**src/rtl/busOffPkg.sv**
```systemverilog
package busOffPkg;
  typedef enum logic [1:0] {
    ST_ACTIVE  = 2'd0,
    ST_HELD    = 2'd1,
    ST_RECOVER = 2'd2
  } seqState_t;

  typedef struct packed {
    logic clearAll;  // wipe run and sequence counters on bus-off entry
    logic countEn;   // take rxBit this cycle
  } dpCtrl_t;

  localparam int LEC_W = 3;
  localparam logic [LEC_W-1:0] LEC_BIT0 = 3'd5;
endpackage

```
**src/rtl/busOffDatapath.sv**
```systemverilog
module busOffDatapath
  import busOffPkg::*;
#(
  parameter int RUN_LEN   = 11,
  parameter int RUN_COUNT = 129,
  parameter int CNT_W     = 8
) (
  input  logic             clk,
  input  logic             rstN,
  input  dpCtrl_t          ctrl,
  input  logic             rxBit,
  output logic             seqDone,
  output logic [CNT_W-1:0] recCount,
  output logic [LEC_W-1:0] lastErrCode
);
  localparam int RUN_W = $clog2(RUN_LEN);
  localparam logic [RUN_W-1:0] RUN_LAST = RUN_W'(RUN_LEN - 1);
  localparam logic [CNT_W-1:0] REC_LAST = CNT_W'(RUN_COUNT - 1);

  logic [RUN_W-1:0] runCnt;
  logic             runDone;

  assign runDone = ctrl.countEn & rxBit & (runCnt == RUN_LAST);
  assign seqDone = runDone & (recCount == REC_LAST);

  always_ff @(posedge clk) begin
    if (!rstN) begin
      runCnt      <= '0;
      recCount    <= '0;
      lastErrCode <= '0;
    end else if (ctrl.clearAll) begin
      runCnt   <= '0;
      recCount <= '0;
    end else if (ctrl.countEn) begin
      if (!rxBit) begin
        runCnt <= '0;
      end else if (runDone) begin
        runCnt      <= '0;
        lastErrCode <= LEC_BIT0;
        if (seqDone) recCount <= '0;
        else         recCount <= recCount + 1'b1;
      end else begin
        runCnt <= runCnt + 1'b1;
      end
    end
  end
endmodule

```
**src/rtl/busOffControl.sv**
```systemverilog
module busOffControl
  import busOffPkg::*;
(
  input  logic    clk,
  input  logic    rstN,
  input  logic    bitStrobe,
  input  logic    tecOver,
  input  logic    hostWrEn,
  input  logic    hostWrData,
  input  logic    seqDone,
  output dpCtrl_t ctrl,
  output logic    initFlag,
  output logic    busOffFlag,
  output logic    errCntClear
);
  seqState_t state;

  always_comb begin
    ctrl.countEn  = (state == ST_RECOVER) && bitStrobe;
    ctrl.clearAll = (state == ST_ACTIVE) && tecOver;
  end

  assign busOffFlag = (state != ST_ACTIVE);

  always_ff @(posedge clk) begin
    if (!rstN) begin
      state       <= ST_ACTIVE;
      initFlag    <= 1'b0;
      errCntClear <= 1'b0;
    end else begin
      errCntClear <= 1'b0;
      case (state)
        ST_ACTIVE: begin
          if (tecOver) begin
            state    <= ST_HELD;
            initFlag <= 1'b1;
          end else if (hostWrEn) begin
            initFlag <= hostWrData;
          end
        end
        ST_HELD: begin
          if (hostWrEn && !hostWrData) begin
            state    <= ST_RECOVER;
            initFlag <= 1'b0;
          end
        end
        ST_RECOVER: begin
          if (seqDone) begin
            state       <= ST_ACTIVE;
            errCntClear <= 1'b1;
          end else if (hostWrEn && hostWrData) begin
            state    <= ST_HELD;
            initFlag <= 1'b1;
          end
        end
        default: state <= ST_ACTIVE;
      endcase
    end
  end
endmodule

```
**src/rtl/busOffRecovery.sv**
```systemverilog
module busOffRecovery
  import busOffPkg::*;
#(
  parameter int TEC_W     = 9,
  parameter int TEC_LIMIT = 255,
  parameter int RUN_LEN   = 11,
  parameter int RUN_COUNT = 129,
  parameter int CNT_W     = 8
) (
  input  logic             clk,
  input  logic             rstN,
  input  logic             bitStrobe,
  input  logic             rxBit,
  input  logic [TEC_W-1:0] txErrCount,
  input  logic             hostInitWrEn,
  input  logic             hostInitWrData,
  output logic             initFlag,
  output logic             busOffFlag,
  output logic [2:0]       lastErrCode,
  output logic [CNT_W-1:0] recCount,
  output logic             errCntClear
);
  dpCtrl_t ctrl;
  logic    seqDone;
  logic    tecOver;

  assign tecOver = (txErrCount > TEC_W'(TEC_LIMIT));

  busOffControl uCtrl (
    .clk        (clk),
    .rstN       (rstN),
    .bitStrobe  (bitStrobe),
    .tecOver    (tecOver),
    .hostWrEn   (hostInitWrEn),
    .hostWrData (hostInitWrData),
    .seqDone    (seqDone),
    .ctrl       (ctrl),
    .initFlag   (initFlag),
    .busOffFlag (busOffFlag),
    .errCntClear(errCntClear)
  );

  busOffDatapath #(
    .RUN_LEN  (RUN_LEN),
    .RUN_COUNT(RUN_COUNT),
    .CNT_W    (CNT_W)
  ) uData (
    .clk        (clk),
    .rstN       (rstN),
    .ctrl       (ctrl),
    .rxBit      (rxBit),
    .seqDone    (seqDone),
    .recCount   (recCount),
    .lastErrCode(lastErrCode)
  );
endmodule

```
**config.mk**
```make
export PLATFORM = sky130hd
export DESIGN_NAME = busOffRecovery
export DESIGN_NICKNAME = d
export VERILOG_FILES = /design/src/rtl/busOffPkg.sv /design/src/rtl/busOffDatapath.sv /design/src/rtl/busOffControl.sv /design/src/rtl/busOffRecovery.sv
export SDC_FILE = /design/constraint.sdc
export NUM_CORES = 1
export LEC_CHECK = 0
export BUFFER_PORTS_ARGS = -buffer_cell sky130_fd_sc_hd__buf_4
export CORE_MARGIN = 2
export CORE_UTILIZATION = 46
export DETAILED_ROUTE_END_ITERATION = 10
export PLACE_DENSITY = 0.79
export SKIP_LAST_GASP = 1
export SYNTH_ARGS = -nofsm -noshare
export SYNTH_HDL_FRONTEND = slang
export SYNTH_HIERARCHICAL = 1
export SYNTH_SLANG_ARGS = --single-unit
```
**constraint.sdc**
```tcl
create_clock -name clk -period 2.1 [get_ports clk]
set_input_delay 0.42 -clock clk [delete_from_list [all_inputs] [get_ports clk]]
set_output_delay 0.42 -clock clk [all_outputs]
set_load 0.01 [all_outputs]
```
==> flow_metrics.env, run 1 <==
export IMPL_synth_edf_count=0
export IMPL_ys_seq_elements=17
export IMPL_routed_via_density=5.69
export IMPL_clk_latency_ns=0.30
export IMPL_fin_ws_ns=0.176
export IMPL_period_share_pct=91.6
export IMPL_rsz0062_at_grt="no"
export IMPL_combPwrFrac_pct=40.8
export IMPL_synthFlopType="dfxtp_1"
export IMPL_fill_cells=197
export IMPL_wire_per_inst_um=13.5
export IMPL_hold_viol=0
export IMPL_placementRows=17
export IMPL_ys_async_sr_fraction_pct=0
export IMPL_cts_root_buf="clkbuf_4"
export IMPL_critPathArrivalTime_ns=2.17
export IMPL_cts_clk_slew_worst_paths_ns=0.11
export IMPL_crit_type="reg -> reg"
export IMPL_drc=0
export IMPL_synthCells=121
export IMPL_fmax_mhz=520
export IMPL_seq_power_share_pct=39.7
export IMPL_p_per_area_nw_per_um2=702
export IMPL_die_x_um=52.4
export IMPL_pwr_share_clk_pct=19.6
export IMPL_syn2layout_area_growth_pct=22.9
export IMPL_initial_core_util_pct=48.8
export IMPL_cts_made_buffers=3
export IMPL_cts_hold_fix_buffers=0
export IMPL_cp_end_kind="flop"
export IMPL_synth_area_um2=1080
export IMPL_cap_violations=0
export IMPL_detailedPlace_worstSlack_ns=0.0798
export IMPL_drv_slew=0
export IMPL_skew_ns=0.0107
export IMPL_p_sw_uw=326
export IMPL_drt_first_pass_iters=4
export IMPL_ant_nets=0
export IMPL_r2r_end="uCtrl/state[0]"
export IMPL_startpoint_type="flop"
export IMPL_mostFrequentLayoutCells="buf_4, dfxtp_1, inv_1"
export IMPL_fin_setup_tns_ns=0
export IMPL_vdd_drop_max_mv=0.662
export IMPL_cts_tree="built"
export IMPL_outcome="finished, final reports clean"
export IMPL_portBuffers=19
export IMPL_core_area_um2=2210
export IMPL_dieArea_um2=2750
export IMPL_drt_iter0_drc=33
export IMPL_wl_um=2340
export IMPL_ys_seq_area_share_pct=31.6
export IMPL_final_common_cell="buf_4"
export IMPL_fin_crit_ns=1.92
export IMPL_leakage_nw=0.582
export IMPL_ios=29
export IMPL_setup_viol=0
export IMPL_grt_pass1_vias=950
export IMPL_design_power_total_uw=930
export IMPL_final_net_count=170
export IMPL_overflow=0
export IMPL_cp_required_ns=2.34
export IMPL_rrSetupSlack_ns=0.18
export IMPL_relSlewSlack_pct=64.3
export IMPL_avgSynthCellArea_um2=8.91
export IMPL_cts_path_max_buffers=2
export IMPL_synthesis_nets=145
export IMPL_dpl_cell_count=169
export IMPL_grt_start_max_net_pins=13
export IMPL_tightest_slew_ns=0.535
export IMPL_internal_power_uw=604
export IMPL_place_hpwl_um=1820
export IMPL_timing_critical_path_from="uCtrl/state[0]"
export IMPL_routabilityCongestion=0.786
export IMPL_dpl_cell_area_um2=1280
export IMPL_htreeDepth=1
export IMPL_reg2reg_depth=9
export IMPL_synth_cell_types=45
export IMPL_yosysWarnings=6
export IMPL_finalInstanceArea_um2=1330
export IMPL_layoutNonFillerInstCount=173
export IMPL_clock_sinks=17
export IMPL_rr_startpoint="uCtrl/state[0]"
export IMPL_antenna_found_initial=0
export IMPL_diodes=0
export IMPL_num_vias=985
export IMPL_hp_class="in -> reg"
export IMPL_endpoint="uCtrl/state[0]"
export IMPL_grt_pass1_wl_um=4110
export IMPL_grt_usage_pct=20.2
export IMPL_drive_above_1_share_pct=28.3
export IMPL_path_max_fanout=4
export IMPL_p_sw_share_pct=35.0
export IMPL_chipHeight_um=52.4
==> worst min path at each step <==
stage | start | end | slack, ns | depth (start not counted)
floorplan | uData/runCnt[0] | uData/runCnt[0] | 0.46 | 2
global placement | uCtrl/initFlag | uCtrl/initFlag | 0.45 | 2
detailed placement | uCtrl/initFlag | uCtrl/initFlag | 0.46 | 2
CTS | rstN | uData/lastErrCode[0] | 0.37 | 2
global route | rstN | uData/lastErrCode[0] | 0.38 | 2
finish | rstN | uData/lastErrCode[0] | 0.37 | 2
==> power by group through the flow <==
stage | logic [mW] | clock network [mW] | registers, mW
2_1_floorplan | 0.250 | 0 | 0.376
3_3_place_gp | 0.341 | 0 | 0.374
3_5_place_dp | 0.355 | 0 | 0.376
4_1_cts | 0.357 | 0.188 | 0.370
5_1_grt | 0.415 | 0.202 | 0.376
6_report | 0.379 | 0.182 | 0.369
==> metal layers <==
layer | track usage, % | part of all wire (%) | up-vias
met1 | 24.8 | 46 | 460
met5 | 0 | 0 | -
met4 | 11.5 | 1.8 | 0
li1 | - | - | 493
met3 | 3.71 | 4.2 | 5
met2 | 32.9 | 48 | 27
==> timing repair <==
item | CTS | global route
endpoints found under the setup margin | 0 | 2
buffers inserted | 0 | 0
gates resized for setup | 0 | 4
==> cells in the mapped netlist, types with 4 or more instances <==
| cell | number | share of area (%) |
|---|---|---|
| or3_1 | 5 | 2.9 |
| dfxtp_1 | 17 | 32 |
| a211oi_1 | 4 | 2.8 |
| nand3_1 | 6 | 2.8 |
| nand2_1 | 6 | 2.1 |
| a21oi_1 | 5 | 2.3 |
| o21ai_0 | 6 | 2.8 |
| inv_1 | 10 | 3.5 |
| ha_1 | 9 | 10 |
==> worst max-delay path, cell delays in order, from the launching register on <==
cell	delay, ns
dfxtp_1	0.35
inv_1	0.11
ha_1	0.17
and2_4	0.14
and2_1	0.13
and4_4	0.25
nor2b_4	0.06
a221oi_4	0.32
mux2i_1	0.20
and2_1	0.13
==> final cells by class <==
class                      instances  area [um2]  share of cell area (%)
tap                               28        35.0                    2.64
multi-input combinational         88         689                    52.0
inverter                          10        37.5                    2.83
clock buffer                       3        22.5                    1.70
timing repair buffer              26         195                    14.7
clock inverter                     1        5.00                   0.378
sequential                        17         340                    25.7
==> cells by family (layout without fill, tap and decap cells) <==
family          Yosys count  count (layout)  synth area share, %
fa+ha+maj                 9               9                 10.4
simple gates             47              47                 29.4
mux                       3               3                 2.78
flops                    17              17                 31.6
other cells               1               1                0.348
buf+inv                  16              40                 6.50
compound gates           28              28                 19.0
==> registers in the layout, summed over array words and instances, names as in the netlist <==
register / count
uData/recCount: 8
uData/runCnt: 4
uCtrl/state: 2
uCtrl/errCntClear: 1
uCtrl/initFlag: 1
uData/lastErrCode: 1
==> stage by stage <==
step / hold WS, ns / util, %
after floorplan: 0.462 / -
after global placement: 0.451 / 57.7
after detailed placement: 0.461 / 57.7
after CTS: 0.371 / 59.0
after global routing: 0.376 / 59.9
final: 0.371 / 59.9
No activity file was read; power rests on OpenSTA's default activity.
==> run 2, diff against run 1 <==
--- a/config.mk
+++ b/config.mk
@@ -5,6 +5,7 @@
 export SDC_FILE = /design/constraint.sdc
 export NUM_CORES = 1
 export LEC_CHECK = 0
+export ABC_AREA = 1
 export BUFFER_PORTS_ARGS = -buffer_cell sky130_fd_sc_hd__buf_4
 export CORE_MARGIN = 2
 export CORE_UTILIZATION = 46
==> run 2 against run 1 <==
Sequential share of layout area up 0.47 points. Utilization fell by 2.2 points. Combinational power is 2% higher. Largest power group unchanged.
==> flow_metrics.env, run 2 <==
export IMPL_place_hpwl_um=1740
export IMPL_post_cts_buffers=0
export IMPL_vdd_drop_max_mv=0.548
export IMPL_grt_pass1_wl_um=3870
export IMPL_num_vias=1048
export IMPL_startpoint_type="flop"
export IMPL_crit_family="simple AND/OR/NAND/NOR gates"
export IMPL_grt_start_max_net_pins=11
export IMPL_clock_sinks=17
export IMPL_drv_slew=0
export IMPL_rrSetupSlack_ns=0.22
export IMPL_ys_async_sr_fraction_pct=0
export IMPL_final_common_cell="nand2_1"
export IMPL_crit_path_frequent_cell="inv_1"
export IMPL_fin_setup_tns_ns=0
export IMPL_p_sw_share_pct=39.1
export IMPL_synthFlopType="dfxtp_1"
export IMPL_cts_clk_slew_worst_paths_ns=0.10
export IMPL_synth_area_um2=1110
export IMPL_synth_area_top_cells="dfxtp_1, nand2_1, ha_1"
export IMPL_min_from="rstN"
export IMPL_drive_above_1_share_pct=23.1
export IMPL_dpl_cell_count=206
export IMPL_grt_usage_pct=19.2
export IMPL_synthTopCellsByCount="nand2_1, inv_1, nor2_1"
export IMPL_fmax_mhz=531
export IMPL_hold_slack_ns=0.372
export IMPL_critPathArrivalTime_ns=2.09
export IMPL_diodes=0
export IMPL_placementRows=17
export IMPL_yosysWarnings=6
export IMPL_ys_seq_area_share_pct=30.7
export IMPL_avgSynthCellArea_um2=6.88
export IMPL_synthesis_nets=185
export IMPL_yosysMostFrequentCell="nand2_1"
export IMPL_mostFrequentLayoutCells="nand2_1, inv_1, buf_4"
export IMPL_hold_end="uData/lastErrCode[0]"
export IMPL_yosys_area_top_type_share_pct=30.7
export IMPL_seq_power_share_pct=39.7
export IMPL_fill_cells=219
export IMPL_grt_pass1_vias=959
export IMPL_die_x_um=53.1
export IMPL_clk_latency_ns=0.30
export IMPL_antenna_found_initial=0
export IMPL_dieArea_um2=2820
export IMPL_crit_path_top_delay_cell="dfxtp_1"
export IMPL_cts_root_buf="clkbuf_4"
export IMPL_chipHeight_um=53.1
export IMPL_routabilityCongestion=0.772
export IMPL_internal_power_uw=571
export IMPL_wl_um=2210
export IMPL_setup_viol=0
export IMPL_dpl_cell_area_um2=1270
export IMPL_skew_ns=0.00697
export IMPL_syn2layout_area_growth_pct=17.5
export IMPL_r2r_end="uCtrl/state[0]"
export IMPL_timing_critical_path_from="uCtrl/state[0]"
export IMPL_crit_type="reg -> reg"
export IMPL_reg_top3="uData/recCount: 8 flops, uData/runCnt: 4 flops, uCtrl/state: 2 flops"
export IMPL_cts_tree="built"
export IMPL_finalInstanceArea_um2=1300
export IMPL_initial_core_util_pct=49.1
export IMPL_leakage_nw=0.655
export IMPL_rr_startpoint="uCtrl/state[0]"
export IMPL_cp_end_kind="flop"
export IMPL_largest_reg_flops=8
export IMPL_synth_edf_count=0
export IMPL_cp_required_ns=2.31
export IMPL_ys_seq_elements=17
export IMPL_rsz0062_at_grt="no"
export IMPL_hp_class="in -> reg"
export IMPL_p_sw_uw=367
export IMPL_overflow=0
export IMPL_slowest_delay_ns=0.36
export IMPL_htreeDepth=1
export IMPL_outcome="finished, final reports clean"
export IMPL_period_share_pct=89.7
export IMPL_ctsResizeCount=0
export IMPL_pwr_share_clk_pct=19.0
export IMPL_final_net_count=207
export IMPL_synthCells=161
export IMPL_path_max_fanout=7
export IMPL_routed_via_density=4.99
export IMPL_hold_depth=3
export IMPL_cts_hold_fix_buffers=0
export IMPL_core_area_um2=2250
export IMPL_largest_register="uData/recCount"
export IMPL_portBuffers=19
export IMPL_p_per_area_nw_per_um2=721
export IMPL_synth_cell_types=23
export IMPL_critPathBufInv=4
export IMPL_drt_first_pass_iters=4
export IMPL_drc=0
export IMPL_cts_made_buffers=3
export IMPL_cp_cell_sequence="inv_1 > ha_1 > nand2_1 > inv_1 > nand2_1 > nor2_8 > nand2_4 > inv_1 > inv_1 > nand3_1 > nand3_2 > nor2_1 > nor2_1"
export IMPL_design_power_total_uw=939
export IMPL_cts_path_max_buffers=2
export IMPL_wire_per_inst_um=10.5
export IMPL_synth_top_cell_by_area="dfxtp_1"
export IMPL_ant_nets=0
export IMPL_hold_viol=0
export IMPL_fin_crit_ns=1.88
export IMPL_layoutNonFillerInstCount=210
export IMPL_reg2reg_depth=13
export IMPL_ios=29
export IMPL_combPwrFrac_pct=41.3
export IMPL_cap_violations=0
export IMPL_drt_iter0_drc=20
## run 2: cell types whose count changed after synthesis, moves of 4 or more
cell	delta
a21oi_1	+4
nor2_1	+16
nor2_2	+4
inv_1	+14
nand3_1	+6
a211oi_1	-4
nand2_1	+33
nand2_2	+4
or3_1	-5
## run 2: worst min-delay path: stages
cell,delay [ns]
buf_4,0.12
nand2_1,0.05
o21ai_0,0.05
## run 2: cells by family (layout without fill, tap and decap cells)
logic type               Yosys count  in the layout  share of synthesized area (%)
AND/OR/NAND/NOR                   88             88                           39.4
other                              1              1                          0.339
adder cells (fa/ha/maj)            9              9                           10.2
flip-flops                        17             17                           30.7
buffers and inverters             28             49                           10.2
AO/OA/AOI/OAI                     17             17                           8.36
XOR/XNOR                           1              1                          0.791
## run 2: layer usage
metal | wire [um] | track usage [%] | vias to the layer above
met3 | 115 | 6.50 | 7
met1 | 933 | 20.0 | 474
met5 | 0 | 0 | -
li1 | - | - | 537
met4 | 50 | 8.55 | 0
met2 | 1110 | 34.4 | 30
## run 2: power groups by stage
stage / Combinational, mW / Sequential (mW) / Clock (mW)
2_1_floorplan: 0.284 / 0.380 / 0
6_report: 0.388 / 0.373 / 0.178
3_3_place_gp: 0.370 / 0.379 / 0
3_5_place_dp: 0.385 / 0.380 / 0
5_1_grt: 0.443 / 0.377 / 0.204
4_1_cts: 0.386 / 0.373 / 0.190
## run 2: worst max-delay path by stage
stage,end,slack (ns),depth (start not counted)
2_1_floorplan,uCtrl/state[0],0.39,13
3_3_place_gp,uCtrl/initFlag,0.28,14
3_5_place_dp,uCtrl/state[0],0.26,13
4_1_cts,uCtrl/state[0],0.24,13
5_1_grt,uCtrl/state[0],0.03,14
6_report,uCtrl/state[0],0.22,13
## run 2: final cells by class
cell class	instances	area (um2)	area share, %
sequential	17	340	26.2
multi-input combinational	116	654	50.3
tap	28	35.0	2.69
clock inverter	1	5.00	0.385
timing repair buffer	20	150	11.5
clock buffer	3	22.5	1.73
inverter	25	93.8	7.21
## run 2: through the flow
step | worst slack [ns] | util (%)
2_1_floorplan | 0.386 | -
3_3_place_gp | 0.282 | 56.5
3_5_place_dp | 0.260 | 56.5
4_1_cts | 0.237 | 57.7
5_1_grt | 0.0263 | 57.7
6_report | 0.216 | 57.7
==> run 3, diff against run 2 <==
--- a/config.mk
+++ b/config.mk
@@ -8,9 +8,9 @@
 export ABC_AREA = 1
 export BUFFER_PORTS_ARGS = -buffer_cell sky130_fd_sc_hd__buf_4
 export CORE_MARGIN = 2
-export CORE_UTILIZATION = 46
+export CORE_UTILIZATION = 51
 export DETAILED_ROUTE_END_ITERATION = 10
-export PLACE_DENSITY = 0.79
+export PLACE_DENSITY = 0.83
 export SKIP_LAST_GASP = 1
 export SYNTH_ARGS = -nofsm -noshare
 export SYNTH_HDL_FRONTEND = slang
==> constraint.sdc (replaced) <==
create_clock -name clk -period 1.9 [get_ports clk]
set_input_delay 0.38 -clock clk [delete_from_list [all_inputs] [get_ports clk]]
set_output_delay 0.38 -clock clk [all_outputs]
set_load 0.01 [all_outputs]
==> run 3 against run 2 <==
Via count is 0.76% lower. Largest power group unchanged. Clock skew is 0.0013 ns lower. Worst setup slack worse by 0.014 ns. Register-to-register slack hardly changed. Global-route usage is 1.1 points higher. First-iteration DRC count is 55% lower. Cell count stayed put. Critical path depth is 1 higher. Power is 12% higher. Clock power is 12% higher. Wire length is 4.6% higher. Hold slack worse by 0.020 ns.
==> flow_metrics.env, run 3 (synthesis gave the netlist of run 2 again) <==
export IMPL_routabilityCongestion=0.829
export IMPL_startpoint_type="flop"
export IMPL_clock_sinks=17
export IMPL_fmax_mhz=589
export IMPL_diodes=0
export IMPL_place_hpwl_um=1820
export IMPL_placementRows=16
export IMPL_fin_crit_ns=1.70
export IMPL_final_net_count=208
export IMPL_cts_clk_slew_worst_paths_ns=0.11
export IMPL_cts_root_buf="clkbuf_4"
export IMPL_num_vias=1040
export IMPL_largest_reg_flops=8
export IMPL_wire_per_inst_um=11.0
export IMPL_wl_met1_um=964
export IMPL_route_met3_wl_um=78
export IMPL_grt_pass1_wl_um=4050
export IMPL_dpl_cell_count=206
export IMPL_outcome="finished, final reports clean"
export IMPL_cp_required_ns=2.09
export IMPL_syn2layout_area_growth_pct=18.5
export IMPL_highest_layer="met3"
export IMPL_overflow=0
export IMPL_clk_latency_ns=0.29
export IMPL_ant_nets=0
export IMPL_initial_core_util_pct=55.3
export IMPL_leakage_nw=0.657
export IMPL_grt_pass1_vias=993
export IMPL_rr_startpoint="uCtrl/state[0]"
export IMPL_skew_ns=0.00564
export IMPL_rrSetupSlack_ns=0.20
export IMPL_critPathArrivalTime_ns=1.89
export IMPL_drt_first_pass_iters=4
export IMPL_drc=0
export IMPL_hp_class="in -> reg"
export IMPL_cap_violations=0
export IMPL_vdd_drop_max_mv=0.628
export IMPL_ctsResizeCount=0
export IMPL_htreeDepth=1
export IMPL_wl_um=2310
export IMPL_die_x_um=50.6
export IMPL_wl_met2_um=1270
export IMPL_fin_util_pct=65.6
export IMPL_cts_made_buffers=3
export IMPL_drt_iter0_drc=9
export IMPL_layoutNonFillerInstCount=210
export IMPL_routed_via_density=4.95
export IMPL_p_per_area_nw_per_um2=801
export IMPL_cts_hold_fix_buffers=0
export IMPL_mostFrequentLayoutCells="nand2_1, inv_1, buf_4"
export IMPL_portBuffers=19
export IMPL_cts_tree="built"
export IMPL_hold_end="uCtrl/state[0]"
export IMPL_antenna_found_initial=0
export IMPL_final_common_cell="nand2_1"
export IMPL_largest_register="uData/recCount"
export IMPL_reg2reg_depth=14
export IMPL_reg_top3="uData/recCount: 8 flops, uData/runCnt: 4 flops, uCtrl/state: 2 flops"
export IMPL_core_area_um2=2000
export IMPL_grt_start_max_net_pins=12
export IMPL_r2r_end="uCtrl/initFlag"
export IMPL_dieArea_um2=2560
export IMPL_drv_slew=0
export IMPL_cts_path_max_buffers=2
export IMPL_setup_viol=0
export IMPL_drive_above_1_share_pct=24.0
export IMPL_path_max_fanout=4
export IMPL_period_share_pct=89.4
export IMPL_hold_viol=0
export IMPL_fin_setup_tns_ns=0
export IMPL_post_cts_buffers=0
export IMPL_min_from="rstN"
export IMPL_chipHeight_um=50.6
export IMPL_crit_type="reg -> reg"
export IMPL_hold_depth=3
export IMPL_ios=29
export IMPL_grt_usage_pct=20.3
export IMPL_cp_end_kind="flop"
export IMPL_rsz0062_at_grt="no"
export IMPL_design_power_total_mw=1.05
-- run 3: cell types whose count changed in the layout (fill, tap and decap cells not counted), sizes merged --
cell,previous run,this run
buf,20,21
clkinvlp,0,1
clkinv,1,0
-- run 3: final cells by class --
type                    instances  area, um2
clock buffers                   3       22.5
clock inverters                 1       7.51
fillers                       190        689
inverters                      25       93.8
multi-input cells             116        657
flip-flops and latches         17        340
well taps                      27       33.8
repair buffers                 21        158
-- run 3: worst max-delay path by stage --
stage                              start        endpoint
after floorplan           uCtrl/state[0]  uCtrl/state[0]
after global placement    uCtrl/state[0]  uCtrl/initFlag
after detailed placement  uCtrl/state[0]  uCtrl/initFlag
after CTS                 uCtrl/state[0]  uCtrl/initFlag
after global routing      uCtrl/state[0]  uCtrl/initFlag
final                     uCtrl/state[0]  uCtrl/initFlag
-- run 3: per-stage QoR --
step / setup slack (ns) / hold slack [ns] / instance area [um2]
CTS: 0.123 / 0.342 / 1310
global route: 0.0341 / 0.372 / 1310
finish: 0.202 / 0.351 / 1310
global placement: 0.189 / 0.478 / 1280
floorplan: 0.186 / 0.493 / 1110
detailed placement: 0.157 / 0.488 / 1280
-- run 3: worst max-delay path: stages, from the launching register on --
cell and delay [ns]:
dfxtp_1 0.40, inv_1 0.09, ha_1 0.22, nand2_1 0.06
inv_1 0.05, nand2_2 0.11, nor2_8 0.06, nand2_4 0.09
inv_1 0.05, a21oi_1 0.13, nand2_1 0.07, nor2_2 0.11
nand2_1 0.06, nand2_1 0.05, nor2_1 0.03
-- run 3: per-layer routing --
layer | track usage, % | up-vias
met5 | 0 | -
met4 | 4.50 | 0
met3 | 2.98 | 0
met2 | 40.1 | 23
met1 | 22.4 | 475
li1 | - | 542
-- run 3: where the power goes --
group | switching (mW) | internal, mW
registers | 0.0243 | 0.388
clock network | 0.119 | 0.0800
logic | 0.267 | 0.173
total | 0.410 | 0.641
